--- config.mk ---
export PLATFORM = sky130hd
export DESIGN_NAME = rxq_fifo_trig
export DESIGN_NICKNAME = d
export VERILOG_FILES = /design/src/rtl/rxq_pkg.sv /design/src/rtl/rxq_store.sv /design/src/rtl/rxq_timer.sv /design/src/rtl/rxq_fifo_trig.sv
export SDC_FILE = /design/constraint.sdc
export NUM_CORES = 1
export LEC_CHECK = 0
export ABC_AREA = 1
export BUFFER_PORTS_ARGS = -buffer_cell sky130_fd_sc_hd__buf_2
export CAP_MARGIN = 10
export CORE_ASPECT_RATIO = 0.9
export CORE_MARGIN = 2
export CORE_UTILIZATION = 50
export CTS_CLUSTER_SIZE = 25
export DETAILED_ROUTE_END_ITERATION = 10
export PLACE_DENSITY = 0.79
export SYNTH_ARGS = -nofsm -noshare
export SYNTH_HDL_FRONTEND = slang
export SYNTH_SLANG_ARGS = --single-unit
--- constraint.sdc ---
create_clock -name clk_i -period 4.05 [get_ports clk_i]
set_input_delay 0.405 -clock clk_i [delete_from_list [all_inputs] [get_ports clk_i]]
set_output_delay 0.405 -clock clk_i [all_outputs]
set_load 0.01 [all_outputs]
--- src/rtl/rxq_pkg.sv ---
package rxq_pkg;

    typedef struct packed {
        logic empty;
        logic full;
        logic trig;
    } rxq_flags_t;

    localparam rxq_flags_t FLAGS_RST = '{empty: 1'b1, full: 1'b0, trig: 1'b0};

    // Advance a ring index, wrapping at depth.
    function automatic int unsigned ring_next(int unsigned idx, int unsigned depth);
        return (idx + 1 == depth) ? 0 : idx + 1;
    endfunction

endpackage

--- src/rtl/rxq_store.sv ---
module rxq_store #(
    parameter int DEPTH = 16,
    parameter int DW    = 8,
    parameter int AW    = 4
) (
    input  logic          clk_i,
    input  logic          wr_en_i,
    input  logic [AW-1:0] wr_idx_i,
    input  logic [DW-1:0] wr_data_i,
    input  logic [AW-1:0] rd_idx_i,
    output logic [DW-1:0] rd_data_o
);

    logic [DEPTH-1:0][DW-1:0] cells;

    for (genvar g = 0; g < DEPTH; g++) begin : g_cell
        logic [DW-1:0] cell_q;
        always_ff @(posedge clk_i) begin
            if (wr_en_i && (wr_idx_i == AW'(g))) begin
                cell_q <= wr_data_i;
            end
        end
        assign cells[g] = cell_q;
    end

    assign rd_data_o = cells[rd_idx_i];

endmodule

--- src/rtl/rxq_timer.sv ---
module rxq_timer #(
    parameter int CT_W = 16
) (
    input  logic            clk_i,
    input  logic            rst_ni,
    input  logic            start_i,
    input  logic            stop_i,
    input  logic [CT_W-1:0] char_time_i,
    output logic            fire_o
);

    localparam int TW = CT_W + 2;

    typedef struct packed {
        logic [TW-1:0] cnt;
        logic          fire;
    } tmr_t;

    tmr_t tmr_d, tmr_q;

    always_comb begin
        tmr_d      = tmr_q;
        tmr_d.fire = 1'b0;
        if (stop_i) begin
            tmr_d.cnt = '0;
        end else if (start_i) begin
            tmr_d.cnt = {char_time_i, 2'b00};   // four character times
        end else if (tmr_q.cnt != '0) begin
            tmr_d.cnt = tmr_q.cnt - TW'(1);
            if (tmr_q.cnt == TW'(1)) begin
                tmr_d.fire = 1'b1;
            end
        end
    end

    always_ff @(posedge clk_i or negedge rst_ni) begin
        if (!rst_ni) begin
            tmr_q <= '0;
        end else begin
            tmr_q <= tmr_d;
        end
    end

    assign fire_o = tmr_q.fire;

    // a pulse only follows the last tick of a running countdown
    p_fire_after_last_tick_r7: assert property (@(posedge clk_i) disable iff (!rst_ni)
        fire_o |-> ($past(tmr_q.cnt) == TW'(1)));

    // once stopped, the timer stays quiet without a new start
    p_quiet_when_idle_r7: assert property (@(posedge clk_i) disable iff (!rst_ni)
        (tmr_q.cnt == '0 && !start_i) |=> !fire_o);

endmodule

--- src/rtl/rxq_fifo_trig.sv ---
module rxq_fifo_trig #(
    parameter int DEPTH = 16,
    parameter int DW    = 8,
    parameter int LVL_W = 6,
    parameter int CT_W  = 16
) (
    input  logic             clk_i,
    input  logic             rst_ni,
    input  logic             rx_en_i,
    input  logic             rx_dis_i,
    input  logic             rx_flush_i,
    input  logic             push_i,
    input  logic [DW-1:0]    push_data_i,
    input  logic             pop_i,
    input  logic [LVL_W-1:0] trig_level_i,
    input  logic [CT_W-1:0]  char_time_i,
    output logic [DW-1:0]    pop_data_o,
    output logic             empty_o,
    output logic             full_o,
    output logic             trig_o,
    output logic             overrun_o,
    output logic             timeout_o
);

    import rxq_pkg::*;

    localparam int AW = (DEPTH > 1) ? $clog2(DEPTH) : 1;
    localparam int CW = $clog2(DEPTH + 1);
    localparam int XW = (LVL_W > CW) ? LVL_W : CW;

    typedef struct packed {
        logic [AW-1:0] wr;
        logic [AW-1:0] rd;
        logic [CW-1:0] cnt;
        rxq_flags_t    fl;
        logic          ovr;
    } state_t;

    localparam state_t STATE_RST = '{wr: '0, rd: '0, cnt: '0, fl: FLAGS_RST, ovr: 1'b0};

    state_t st_d, st_q;

    logic          active;
    logic          has_data;
    logic          rd_evt;
    logic          do_pop;
    logic          do_push;
    logic          room;
    logic [CW-1:0] cnt_nxt;
    logic [DW-1:0] head;

    always_comb begin
        active   = rx_en_i && !rx_dis_i;
        has_data = (st_q.cnt != '0);
        rd_evt   = active && pop_i;
        do_pop   = rd_evt && has_data;
        room     = (st_q.cnt != CW'(DEPTH)) || do_pop;
        do_push  = active && push_i && room;
        cnt_nxt  = st_q.cnt + CW'(do_push) - CW'(do_pop);

        st_d     = st_q;
        st_d.ovr = 1'b0;
        if (rx_flush_i) begin
            st_d = STATE_RST;
        end else begin
            if (do_push) begin
                st_d.wr = AW'(ring_next(int'(st_q.wr), DEPTH));
            end
            if (do_pop) begin
                st_d.rd = AW'(ring_next(int'(st_q.rd), DEPTH));
            end
            st_d.cnt = cnt_nxt;
            st_d.ovr = active && push_i && !room;

            if (do_push) begin
                st_d.fl.empty = 1'b0;
            end else if (do_pop && st_q.cnt == CW'(1)) begin
                st_d.fl.empty = 1'b1;
            end

            if (rd_evt) begin
                st_d.fl.full = 1'b0;
            end
            if (do_push && cnt_nxt == CW'(DEPTH)) begin
                st_d.fl.full = 1'b1;
            end

            if (do_push && (XW'(cnt_nxt) >= XW'(trig_level_i))) begin
                st_d.fl.trig = 1'b1;
            end else if (rd_evt && (XW'(cnt_nxt) < XW'(trig_level_i))) begin
                st_d.fl.trig = 1'b0;
            end
        end
    end

    always_ff @(posedge clk_i or negedge rst_ni) begin
        if (!rst_ni) begin
            st_q <= STATE_RST;
        end else begin
            st_q <= st_d;
        end
    end

    rxq_store #(
        .DEPTH (DEPTH),
        .DW    (DW),
        .AW    (AW)
    ) store_i (
        .clk_i     (clk_i),
        .wr_en_i   (do_push && !rx_flush_i),
        .wr_idx_i  (st_q.wr),
        .wr_data_i (push_data_i),
        .rd_idx_i  (st_q.rd),
        .rd_data_o (head)
    );

    rxq_timer #(
        .CT_W (CT_W)
    ) timer_i (
        .clk_i       (clk_i),
        .rst_ni      (rst_ni),
        .start_i     (do_push && !rx_flush_i),
        .stop_i      (rx_flush_i),
        .char_time_i (char_time_i),
        .fire_o      (timeout_o)
    );

    assign pop_data_o = (active && has_data) ? head : '0;
    assign empty_o    = st_q.fl.empty;
    assign full_o     = st_q.fl.full;
    assign trig_o     = st_q.fl.trig;
    assign overrun_o  = st_q.ovr;

    // the count never passes the depth
    p_no_overflow_r3: assert property (@(posedge clk_i) disable iff (!rst_ni)
        st_q.cnt <= CW'(DEPTH));

    // empty and full never coexist
    p_empty_full_excl_r2: assert property (@(posedge clk_i) disable iff (!rst_ni)
        !(empty_o && full_o));

    // a discarded byte leaves the count untouched
    p_overrun_keeps_count_r4: assert property (@(posedge clk_i) disable iff (!rst_ni)
        overrun_o |-> (st_q.cnt == $past(st_q.cnt)));

    // a read of an empty queue yields zero
    p_empty_read_zero_r6: assert property (@(posedge clk_i) disable iff (!rst_ni)
        (pop_i && empty_o) |-> (pop_data_o == '0));

    // an inactive queue does not move
    p_inactive_hold_r8: assert property (@(posedge clk_i) disable iff (!rst_ni)
        (!(rx_en_i && !rx_dis_i) && !rx_flush_i) |=> (st_q.cnt == $past(st_q.cnt)));

    // a flush leaves the flags in their reset state
    p_flush_clears_r9: assert property (@(posedge clk_i) disable iff (!rst_ni)
        rx_flush_i |=> (empty_o && !full_o && !trig_o));

endmodule

# --- Word-level counts from Yosys, hierarchy flattened ---
# Cells that the tools add are included.
totals:
  reg_bits: 164
  latch_bits: 0
  ram_bits: 0
  rom_bits: 0
  in_bits: 37
  out_inout_bits: 13
  elab_cells: 115
  mem_count: 0
op_classes:
  add_sub_neg: 5
  mul: 0
  div_mod_pow: 0
  n_lt_le_gt_ge: 3
  n_eq_ne: 21
  shifts: 0
  mux: 20
  n_bitwise: 0
  n_reduce_logical: 41
op_table:
  columns: ["operator", "count"]
  rows:
  - ["two-way mux 18 bit", 2]
  - ["binary-select mux 8 bit (select 4 bit)", 1]
  - ["== test 4 bit (second input constant)", 8]
  - ["logical AND 1 bit", 28]
  - ["two-way mux 19 bit", 1]
  - ["== test 18 x 1 -> 1 bit (second input constant)", 1]
  - ["nonzero test 18 bit", 1]
  - ["subtractor 18 x 1 -> 18 bit (second input constant)", 1]
  - ["two-way mux 17 bit", 1]
  - ["== test 4 x 3 -> 1 bit (second input constant)", 4]
  - ["two-way mux 4 bit", 4]
  - ["two-way mux 8 bit", 2]
  - ["== test 5 bit (second input constant)", 3]
  - ["nonzero test 3 bit", 4]
  - ["adder 4 x 1 -> 5 bit (second input constant)", 2]
  - ["two-way mux 1 bit", 9]
  - ["== test 4 x 2 -> 1 bit (second input constant)", 2]
  - ["greater-or-equal comparator 5 x 6 -> 1 bit", 1]
  - ["< comparator 5 x 6 -> 1 bit", 1]
  - ["adder 5 x 1 -> 5 bit", 1]
  - ["== test 5 x 1 -> 1 bit (second input constant)", 1]
  - ["< comparator 4 x 5 -> 1 bit (second input constant)", 1]
  - ["inequality test 5 bit (second input constant)", 1]
  - ["nonzero test 5 bit", 1]
  - ["other kinds (6)", 9]

# --- Depth between registers and ports, before layout ---
depth:
  ltp_word: 13
  depth_mapped: 21
  ltp_nobuf: 21

# --- By module ---
# A second synthesis with hierarchy kept.
hier_totals:
  hier_cells: 892
  area_unflattened_um2: 8239.2
modules_own_cells:
  columns: ["module", "instances", "cells_per_inst", "area_per_inst_um2", "seq_area_each_um2"]
  rows:
  - ["rxq_store", 1, 545, 5621.6, 3843.7]
  - ["rxq_timer", 1, 178, 1361.3, 475.5]
  - ["rxq_fifo_trig", 1, 169, 1256.2, 426.7]

# --- Worst setup path before layout ---
# No wires, ideal clock.
synth_timing:
  path_type: "register -> register"
  from: "reg st_q[7] (netlist name)"
  to: "reg st_q, in the netlist trig_o"
  setup_time_ns: 0.118
  arrival_time_ns: 2.876
  t_required_ns: 3.932
  setup_slack_ns: 1.056
  stages_incl_launch_ff: 21
  path_buffers: 0
  period_less_slack_ns: 2.994
  cell_sequence: "dfrtp_1 > inv_1 > ha_1 > nand3b_1 > nand2_1 > inv_1 > ha_1 > inv_1 > ha_1 > fa_1 > nand3_1 > nand2_1 > xor2_1 > ha_1 > inv_1 > nor2_1 > and3_1 > o21ai_0 > nand3_1 > nand3_1 > nand2_1"
synth_via:
  elab_chain_cells: 10
  word_cells_on_any_way: 14
  cone_classes: "2 x add/sub; 2 x order compare; 1 x eq/ne; 2 x mux; 7 x reduce/logical"
synth_rtl:
  columns: ["element", "line_no", "source"]
  rows:
  - ["from (decl)", "rxq_fifo_trig.sv:41", "state_t st_d, st_q;"]
  - ["from (signal assigned)", "rxq_fifo_trig.sv:100", "st_q <= st_d;"]
  - ["nonzero test 5 bit", "rxq_fifo_trig.sv:54", "has_data = (st_q.cnt != '0);"]
  - ["logical AND 1 bit", "rxq_fifo_trig.sv:56", "do_pop = rd_evt && has_data;"]
  - ["logical OR 1 bit", "rxq_fifo_trig.sv:57", "room = (st_q.cnt != CW'(DEPTH)) || do_pop;"]
  - ["logical AND 1 bit", "rxq_fifo_trig.sv:58", "do_push = active && push_i && room;"]
  - ["adder 5 x 1 -> 5 bit", "rxq_fifo_trig.sv:59", "cnt_nxt = st_q.cnt + CW'(do_push) - CW'(do_pop);"]
  - ["subtractor 5 x 1 -> 5 bit", "rxq_fifo_trig.sv:59", null]
  - ["greater-or-equal comparator 5 x 6 -> 1 bit", "rxq_fifo_trig.sv:88", "if (do_push && (XW'(cnt_nxt) >= XW'(trig_level_i))) begin"]
  - ["logical AND 1 bit", "rxq_fifo_trig.sv:88", null]
  - ["two-way mux 1 bit", "rxq_fifo_trig.sv:88", null]
  - ["two-way mux 17 bit", "rxq_fifo_trig.sv:63", "if (rx_flush_i) begin"]
# Parallel ways exist; a longest one is shown, timed or not.
# A chain may end at the register's enable or synchronous reset.

# --- Final worst setup path ---
layout_timing:
  from: "reg st_q[10] (netlist name)"
  to: "out pop_data_o[4]"
layout_via:
  elab_chain_cells: 3
layout_rtl:
  columns: ["element", "line_no", "source"]
  rows:
  - ["binary-select mux 8 bit (select 4 bit)", "rxq_store.sv:26", "assign rd_data_o = cells[rd_idx_i];"]
  - ["two-way mux 8 bit (implied by the code)", "rxq_store.sv:26", null]
  - ["two-way mux 8 bit", "rxq_fifo_trig.sv:128", "assign pop_data_o = (active && has_data) ? head : '0;"]
  - ["to (decl)", "rxq_fifo_trig.sv:17", "output logic [DW-1:0] pop_data_o,"]
# No other way between the ends. The select of a mux whose other input is x is not followed.

==> impl_results.md <==
- Total Negative Setup Slacks: 0 ns
- Switching Share: 33.0%
- Cell count after synthesis: 739
- Setup crit end kind: output port
- Hold Crit Class: in2async
- Post-cts sizing count: 0
- Clock root buffer: clkbuf_16
- Post-synth top area share: 50.2%
- Met2 Use GR: 34.4%
- Worst Path Required: 3.64 ns
- Synth Area in Adders: 3.20%
- Vias in the first global route: 5115
- Synth cell types: 36
- Final Hold Viols: 0
- Hpwl dp: 10300 um
- Pre-CTS setup slack: 0.750 ns
- Pin count of the biggest net entering global routing: 74
- DRC Markers: 0
- Final ANT Viol Nets: 0
- CTS Buf Count: 17
- Routed wire length: 16400 um
- GR Layer Usage met3: 4.80%
- Area Growth Syn to Fin: 11.6%
- GR Util met1: 29.5%
- Simple-Gate Fraction of Synth Area: 19.9%
- Seq/Total Area, Yosys: 62.0%
- Max_cap viols: 0
- Critical setup path kind: reg2out
- Xor and xnor area share after synthesis: 1.60%
- Leak pwr: 3.43 nW
- Final Core Density: 57.6%
- Worst-path clk slew: 0.06 ns
- Routed vias: 5349
- FP Rows: 42
- Worst-path fanout max: 48
- Worst slew margin: 33.5%
- FF-to-FF End: trig_o
- CP Cell Sequence: inv_2 -> nor2_1 -> o21ai_0 -> nand3_1 -> nand3_1 -> a21oi_1 -> buf_2
- Post-Syn Nets: 795
- Cell area after synthesis: 7650 sq um
- First-pass GRT wire length: 26600 um
- Max stage delay on crit path: 0.90 ns
- Dominant cell type by area after synthesis: edfxtp_1
- Critical path arrival: 3.07 ns
- Layout Nets: 837
- Yosys warnings: 0
- Max-slew violations: 0
- Seq cells post-synth: 164
- Clock H-tree levels: 4
- Vias per std cell: 5.40
- Placeable Area: 14800 sq um
- Chip width: 134 um
- Top cells by area, synth: edfxtp_1 (50%), dfrtp_1 (11%), nor2_1 (7.7%)
- RSZ-0062 raised after global routing: no
- FMAX: 0.288 GHz
- # port buffers: 49
- Peak supply drop: 0.429 mV
- Power Internal: 3.22 mW
- Tightest Pin Transition: 0.993 ns
- Most used cell, CP: nand3_1
- Total Die Area: 16300 sq um
- GRT busiest layer: met2
- Initial antenna violation count: 0
- Minimum clock period: 3.48 ns
- CTS sink count: 164
- Worst setup SP type: register
- Critical-path top delay cell: dfrtp_1
- Total track usage: 21.5%
- CTS tree: done
- # setup viols final: 0
- Mean post-synth cell area: 10.4 sq um
- Crit path launch: st_q[10]
- Gate power share: 26.2%
- PwrDens: 563 nW/um^2
- Compound-Gate Fraction of Synth Area: 7.93%
- Starting density of the core: 51.6%
- Main combinational cell family by area after synthesis: simple AND/OR/NAND/NOR gates
- Worst setup margin: 0.575 ns
- Hold Buf Count CTS: 0
- Total power: 4.80 mW
- R2R depth: 20
- Tcrit/Tclk final: 85.8%
- R2R Path Start: st_q[7]
- Sequential share of power: 42.2%
- Psw: 1.58 mW
- Run status: complete, no violations
- Final RePlAce weighted congestion: 0.874
- Worst Skew: 0.0150 ns
- Clk_lat worst skew: 0.43 ns
- Die Height: 121 um
- DR WL/cell: 16.5 um
- CTS Buffer Depth: 2
- # IOs: 50
- Router iterations before antenna repair: 7
- Clock share of power: 31.6%
- Inserted Diodes: 0
- Reg2Reg Setup Slack: 0.72 ns
- Layout cells sized above 1: 13.6%
- Overflow after GRT: 0
- Initial drt markers: 611
- # Post-CTS Setup Buffers: 0
- Multiplexer share of the synthesized area: 0%
## final cells by class
class,count,area (sq um)
clock buffers,18,429
clock inverters,13,125
fillers,1223,6280
inverters,60,225
multi-input cells,486,2500
flip-flops and latches,164,4750
well taps,198,248
repair buffers,52,268
## layer usage
layer	vias to the layer above	routed length (um)
met3	20	1080
li1	2601	-
met2	188	7850
met1	2540	7190
met5	-	0
met4	0	267
## power groups by stage
stage | combinational, mW | clock [mW] | sequential, mW
finish | 1.26 | 1.52 | 2.03
global placement | 1.20 | 0 | 2.05
detailed placement | 1.24 | 0 | 2.06
floorplan | 0.986 | 0 | 2.04
CTS | 1.25 | 1.54 | 2.02
global route | 1.45 | 1.61 | 2.04
## worst max-delay path by stage
stage / to / slack, ns
floorplan: trig_o / 1.06
global placement: trig_o / 0.88
detailed placement: trig_o / 0.75
CTS: pop_data_o[4] / 0.60
global route: trig_o / 0.35
finish: pop_data_o[4] / 0.57
## cell usage after synthesis, drive strengths merged
cell,count
xor2,10
o211ai,15
nand3b,2
dfrtp,35
nand4,3
and3,1
buf,19
a21oi,17
o21ai,75
nand2,91
xnor2,4
inv,58
nand3,74
nor2,167
fa,1
a22oi,1
dfstp,1
o31ai,1
clkinv,2
o21bai,1
ha,18
edfxtp,128
a21o,1
nor3,4
clkbuf,10
## through the flow
stage          hold slack [ns]  instance area, sq um  instances
2_1_floorplan            0.109                  7650        739
3_3_place_gp             0.502                  7990        960
3_5_place_dp             0.500                  7990        960
4_1_cts                 0.0749                  8540        991
5_1_grt                  0.117                  8540        991
6_report                0.0577                  8540        991
## placed cells by master, fill, tap and decap left out, types with 10 or more instances in the layout
cell         n
nor2_1     156
edfxtp_1   128
nand2_1     85
nand3_1     70
o21ai_0     69
inv_1       55
buf_2       49
dfrtp_1     34
ha_1        18
a21oi_1     17
clkbuf_16   17
o211ai_1    15
xor2_1      10
## registers in the layout, summed over array words and instances, names as in the netlist
signal	count
timer_i.tmr_q	18
timer_i.fire_o	1
trig_o	1
empty_o	1
overrun_o	1
st_q	13
store_i.g_cell.cell_q	128
full_o	1
## kinds of logic after synthesis
family / Yosys count
xor gates and xnor gates: 14
buffers and inverters: 89
DFF: 164
and+or+nand+nor: 342
adders and majority gates: 19
AOI/OAI and AO/OA: 111
## worst max-delay path, delay by kind of cell, from the launching register on
kind,cells,cell delay (ns)
flops,1,0.90
buf+inv,2,0.77
compound gates,2,0.38
simple gates,3,0.58
Power figures use the tool's default switching activity.
